--- src/rtl/pwm_pkg.sv ---
package pwm_pkg;

    localparam int SEL_W      = 2;
    localparam int CTRL_EN_BIT = 0;

    typedef enum logic [SEL_W-1:0] {
        SEL_PERIOD = 2'd0,
        SEL_HIGH   = 2'd1,
        SEL_CTRL   = 2'd2,
        SEL_NONE   = 2'd3
    } reg_sel_e;

    typedef struct packed {
        logic ld_period;
        logic ld_high;
        logic ld_ctrl;
    } wr_strobe_t;

    function automatic wr_strobe_t decode_sel(input logic hit, input reg_sel_e sel);
        wr_strobe_t s;
        s.ld_period = hit && (sel == SEL_PERIOD);
        s.ld_high   = hit && (sel == SEL_HIGH);
        s.ld_ctrl   = hit && (sel == SEL_CTRL);
        return s;
    endfunction

endpackage

--- src/rtl/pwm_wr_decode.sv ---
module pwm_wr_decode
    import pwm_pkg::*;
#(
    parameter int NUM_CH = 4,
    parameter int CH_W   = 2
) (
    input  logic                        wr_en,
    input  logic [CH_W+SEL_W-1:0]       wr_addr,
    output wr_strobe_t [NUM_CH-1:0]     strb
);
    localparam int ADDR_W = CH_W + SEL_W;

    logic [CH_W-1:0] ch_idx;
    reg_sel_e        sel;

    assign ch_idx = wr_addr[ADDR_W-1:SEL_W];
    assign sel    = reg_sel_e'(wr_addr[SEL_W-1:0]);

    for (genvar g = 0; g < NUM_CH; g++) begin : g_dec
        assign strb[g] = decode_sel(wr_en && (ch_idx == CH_W'(g)), sel);
    end
endmodule

--- src/rtl/pwm_channel.sv ---
module pwm_channel
    import pwm_pkg::*;
#(
    parameter int CNT_W = 8
) (
    input  logic             clk,
    input  logic             rst,
    input  wr_strobe_t       strb,
    input  logic [CNT_W-1:0] wr_data,
    input  logic             tick,
    output logic             pwm_out
);
    logic [CNT_W-1:0] per_sh, high_sh;
    logic [CNT_W-1:0] per_act, high_act;
    logic [CNT_W-1:0] cnt;
    logic             en_q;
    logic             wrap;
    logic             turn_on, turn_off;

    assign wrap     = en_q && tick && (cnt == per_act);
    assign turn_on  = strb.ld_ctrl && wr_data[CTRL_EN_BIT] && !en_q;
    assign turn_off = strb.ld_ctrl && !wr_data[CTRL_EN_BIT];

    always_ff @(posedge clk) begin
        if (rst) begin
            per_sh   <= '0;
            high_sh  <= '0;
            per_act  <= '0;
            high_act <= '0;
            cnt      <= '0;
            en_q     <= 1'b0;
        end else begin
            if (strb.ld_period) per_sh  <= wr_data;
            if (strb.ld_high)   high_sh <= wr_data;
            if (strb.ld_ctrl)   en_q    <= wr_data[CTRL_EN_BIT];

            if (turn_off) begin
                cnt <= '0;
            end else if (turn_on) begin
                cnt      <= '0;
                per_act  <= per_sh;
                high_act <= high_sh;
            end else if (wrap) begin
                cnt      <= '0;
                per_act  <= per_sh;
                high_act <= high_sh;
            end else if (en_q && tick) begin
                cnt <= cnt + CNT_W'(1);
            end
        end
    end

    assign pwm_out = en_q && (cnt < high_act);

    // counter never passes the active period setting
    a_r1_cnt_bound: assert property (@(posedge clk) disable iff (rst)
        en_q |-> cnt <= per_act);

    // high-time above period means the output stays high
    a_r3_full_high: assert property (@(posedge clk) disable iff (rst)
        (en_q && high_act > per_act) |-> pwm_out);

    // active values only change at a wrap or on enable
    a_r4_no_midperiod_load: assert property (@(posedge clk) disable iff (rst)
        (en_q && $past(en_q) && $past(cnt) != $past(per_act))
            |-> ($stable(per_act) && $stable(high_act)));

    // disabling forces a low output and a cleared counter
    a_r6_stop_now: assert property (@(posedge clk) disable iff (rst)
        $fell(en_q) |-> (cnt == '0 && !pwm_out));

    // enabling restarts and loads shadows at once
    a_r7_start_load: assert property (@(posedge clk) disable iff (rst)
        $rose(en_q) |-> (cnt == '0 && per_act == $past(per_sh) && high_act == $past(high_sh)));

    // without a tick the counter holds
    a_r8_hold: assert property (@(posedge clk) disable iff (rst)
        (en_q && $past(en_q) && !$past(tick)) |-> $stable(cnt));
endmodule

--- src/rtl/pwm_multi.sv ---
module pwm_multi
    import pwm_pkg::*;
#(
    parameter int NUM_CH = 4,
    parameter int CNT_W  = 8,
    parameter int CH_W   = (NUM_CH > 1) ? $clog2(NUM_CH) : 1
) (
    input  logic                  clk,
    input  logic                  rst,
    input  logic                  wr_en,
    input  logic [CH_W+SEL_W-1:0] wr_addr,
    input  logic [CNT_W-1:0]      wr_data,
    input  logic [NUM_CH-1:0]     tick_en,
    output logic [NUM_CH-1:0]     pwm_out
);
    wr_strobe_t [NUM_CH-1:0] strb;

    pwm_wr_decode #(.NUM_CH(NUM_CH), .CH_W(CH_W)) u_dec (
        .wr_en   (wr_en),
        .wr_addr (wr_addr),
        .strb    (strb)
    );

    for (genvar g = 0; g < NUM_CH; g++) begin : g_ch
        pwm_channel #(.CNT_W(CNT_W)) u_ch (
            .clk     (clk),
            .rst     (rst),
            .strb    (strb[g]),
            .wr_data (wr_data),
            .tick    (tick_en[g]),
            .pwm_out (pwm_out[g])
        );
    end

    // outputs low in the cycle after reset
    a_r9_reset_low: assert property (@(posedge clk)
        $past(rst) |-> pwm_out == '0);
endmodule

--- config.mk ---
export PLATFORM = sky130hd
export DESIGN_NAME = pwm_multi
export DESIGN_NICKNAME = d
export VERILOG_FILES = /design/src/rtl/pwm_pkg.sv /design/src/rtl/pwm_wr_decode.sv /design/src/rtl/pwm_channel.sv /design/src/rtl/pwm_multi.sv
export SDC_FILE = /design/constraint.sdc
export NUM_CORES = 1
export LEC_CHECK = 0
export BUFFER_PORTS_ARGS = -buffer_cell sky130_fd_sc_hd__buf_4
export CORE_MARGIN = 2
export CORE_UTILIZATION = 61
export CTS_CLUSTER_DIAMETER = 80
export DETAILED_ROUTE_END_ITERATION = 12
export PLACE_DENSITY = 0.87
export SLEW_MARGIN = 20
export SYNTH_ARGS = -nofsm -noshare
export SYNTH_HDL_FRONTEND = slang
export SYNTH_SLANG_ARGS = --single-unit
--- constraint.sdc ---
create_clock -name clk -period 3.4 [get_ports clk]
set_clock_uncertainty 0.2 [all_clocks]
set_input_delay 0.34 -clock clk [delete_from_list [all_inputs] [get_ports clk]]
set_output_delay 0.34 -clock clk [all_outputs]
set_load 0.01 [all_outputs]
==> results.json <==
{
  "rr_worst_depth": 5,
  "setup_viol": 0,
  "p_int_uw": 3160,
  "place_area_um2": 8100,
  "stdcell_area_um2": 8700,
  "ys_ff_latch": 164,
  "worstMarginPinSlew_ns": 0.961,
  "synthesis.nets": 894,
  "required_ns": 2.86,
  "overflow": 0,
  "ys_seq_area_share_pct": 41.5,
  "ys_warn_count": 0,
  "num_vias": 5541,
  "synthToLayoutAreaGrowth_pct": 10.0,
  "cp_max_fo": 7,
  "drtIter0Drc": 351,
  "cts_buffer_depth": 2,
  "finalSetupTns_ns": 0,
  "seq_power_share_pct": 48.2,
  "layout-drive-gt1-share_pct": 7.93,
  "async_flop_share_pct": 0,
  "clkTransAtPathRegs_ns": 0.06,
  "switchingPower_uw": 865,
  "cp-start-kind": "flop",
  "outcome": "complete, no violations",
  "slew_headroom_pct": 35.4,
  "worstHoldStart": "tick_en[3]",
  "rsz0062_at_grt": "false",
  "gp_congestion": 0.808,
  "post_cts_buffers": 0,
  "cts_tree": "yes",
  "finalMaxSlewViolations": 0,
  "combPwrFrac_pct": 4.1,
  "antenna_cells": 0,
  "hold_ws_ns": 0.0275,
  "die_area_um2": 13900,
  "clock_power_share_pct": 47.7,
  "io_buffer_count": 22,
  "htree_levels": 4,
  "drtPass1Iterations": 5,
  "synth_ff_type": "dfxtp_1",
  "grt_pass1_vias": 5498,
  "synthesis.area_um2": 7910,
  "wire_per_inst_um": 15.0,
  "cts_buffers": 17,
  "worstSkewPairLatency_ns": 0.43,
  "swShare_pct": 21.5,
  "viasPerCell": 5.38,
  "die_h_um": 118,
  "coreArea_um2": 12600,
  "grt_max_degree": 69,
  "drv_cap": 0,
  "crit_start": "g_ch[0].u_ch.cnt[1]",
  "endpoint_kind": "primary output",
  "cts_sinks": 164,
  "wl_mm": 15.5,
  "arrival_ns": 1.98,
  "post-place-ws_ns": 1.08,
  "dp_hpwl_mm": 10.2,
  "timing.final.crit_period_ns": 2.52,
  "power.density_nw_per_um2": 462,
  "vdd_drop_max_v": 0.000356,
  "num_rows": 41,
  "drcViolationCount": 0,
  "grt_first_pass_wirelength_mm": 26.0,
  "antenna_found_initial": 0,
  "start_util_pct": 62.7,
  "fin_nets": 896,
  "hp-class": "in -> reg",
  "grt.total_usage_pct": 23.5,
  "critPathKind": "reg -> out",
  "fin_ws_ns": 0.876,
  "die-width_um": 118,
  "io_pins": 23,
  "synth_edf_count": 0,
  "root_buffer": "clkbuf_16",
  "post-route-period-util_pct": 74.2,
  "whs_path_depth": 3,
  "power.leakage_uw": 0.00373,
  "synth.distinct_cells": 42,
  "hold_violations": 0,
  "synthCells": 843,
  "r2r_start": "g_ch[1].u_ch.cnt[5]",
  "antenna_left": 0,
  "synth.avg_cell_area_um2": 9.38,
  "timing.fmax_mhz": 396
}
==> cell families after synthesis <==
| kind of cell | after synthesis | synth area share [%] |
|---|---|---|
| AO/OA/AOI/OAI | 50 | 4.18 |
| adder cells (fa/ha/maj) | 32 | 5.06 |
| flip-flops | 164 | 41.5 |
| AND/OR/NAND/NOR | 334 | 22.1 |
| multiplexers | 127 | 16.1 |
| XOR/XNOR | 60 | 6.64 |
| buffers and inverters | 76 | 4.45 |
==> through the flow <==
step	total power, µW	util [%]	std cells
global placement	2140	64.2	997
finish	4020	69.0	1030
floorplan	2100	-	843
global route	4130	69.0	1030
detailed placement	2150	64.2	997
CTS	4040	69.0	1030
==> per-layer routing <==
metal,vias up,wire (µm),track usage (%)
li1,2801,-,-
met1,2632,7150,29.4
met2,87,7550,39.1
met3,21,576,6.30
met4,0,217,8.13
met5,-,0,0
==> worst max-delay path, cell delays in order (launching register included) <==
cell,delay (ns)
dfxtp_1,0.48
ha_1,0.29
a21o_1,0.16
a21oi_1,0.13
o21ai_0,0.12
a31oi_1,0.22
buf_4,0.15
==> path summary, 6_finish.rpt <==
check	endpoint	slack, ns
setup / recovery	pwm_out[0]	0.88
hold reg to reg	g_ch[2].u_ch.per_sh[0]	0.26
hold / removal	g_ch[3].u_ch.cnt[1]	0.03
setup reg to reg	g_ch[1].u_ch.cnt[5]	1.17
==> layout make-up <==
class / count / area [µm²]
clock buffer: 24 / 492
clock inverter: 8 / 98.8
fill: 968 / 3920
inverter: 28 / 105
multi-input combinational: 603 / 4270
sequential: 164 / 3280
tap: 172 / 215
timing repair buffer: 31 / 235
==> synthesized netlist by cell type, types with 3 or more instances <==
master    count  area share (%)
dfxtp_1     164              42
buf_6         5            0.71
nand3_1      20             1.3
ha_1         32             5.1
a21oi_1      16             1.0
a31oi_1       8            0.63
xor2_1       33             3.7
nand3b_1      5            0.47
nand2b_1    135              11
nand4_1       9            0.71
buf_4         6            0.57
xnor2_1      27             3.0
a21o_1        8            0.76
nor2_2        3            0.24
nor3_1        5            0.32
inv_1        28             1.3
clkbuf_1     31             1.5
nand2_1      36             1.7
nor2_1      102             4.8
nor4_1        4            0.32
buf_2         5            0.32
mux2i_1     127              16
and3_1        3            0.24
o21ai_0       7            0.44
==> cells in the final DEF (no fill, tap or decap), types with 16 or more instances in the layout <==
master	Yosys	final
xor2_1	33	33
nor2_1	102	102
nand3_1	20	20
mux2i_1	127	127
nand2_1	36	36
xnor2_1	27	27
nand2b_1	135	135
buf_4	6	30
ha_1	32	32
a21oi_1	16	16
inv_1	28	28
clkbuf_16	0	17
dfxtp_1	164	164
==> state kept, by name (all words and copies together), names as in the netlist <==
name,flops
g_ch.u_ch.cnt,32
g_ch.u_ch.en_q,4
g_ch.u_ch.high_act,32
g_ch.u_ch.high_sh,32
g_ch.u_ch.per_act,32
g_ch.u_ch.per_sh,32
==> power groups by stage <==
stage | registers [µW] | clock network (µW) | logic [µW]
6_report | 1940 | 1920 | 166
5_1_grt | 1940 | 2010 | 179
4_1_cts | 1940 | 1930 | 165
3_5_place_dp | 1980 | 0 | 163
3_3_place_gp | 1980 | 0 | 162
2_1_floorplan | 1980 | 0 | 118
==> what timing repair did <==
item | in CTS | in global routing
gates resized for setup | 0 | 0
hold endpoints to repair | 1 | 0
hold buffers | 1 | 0
(Power assumes the default switching activity.)
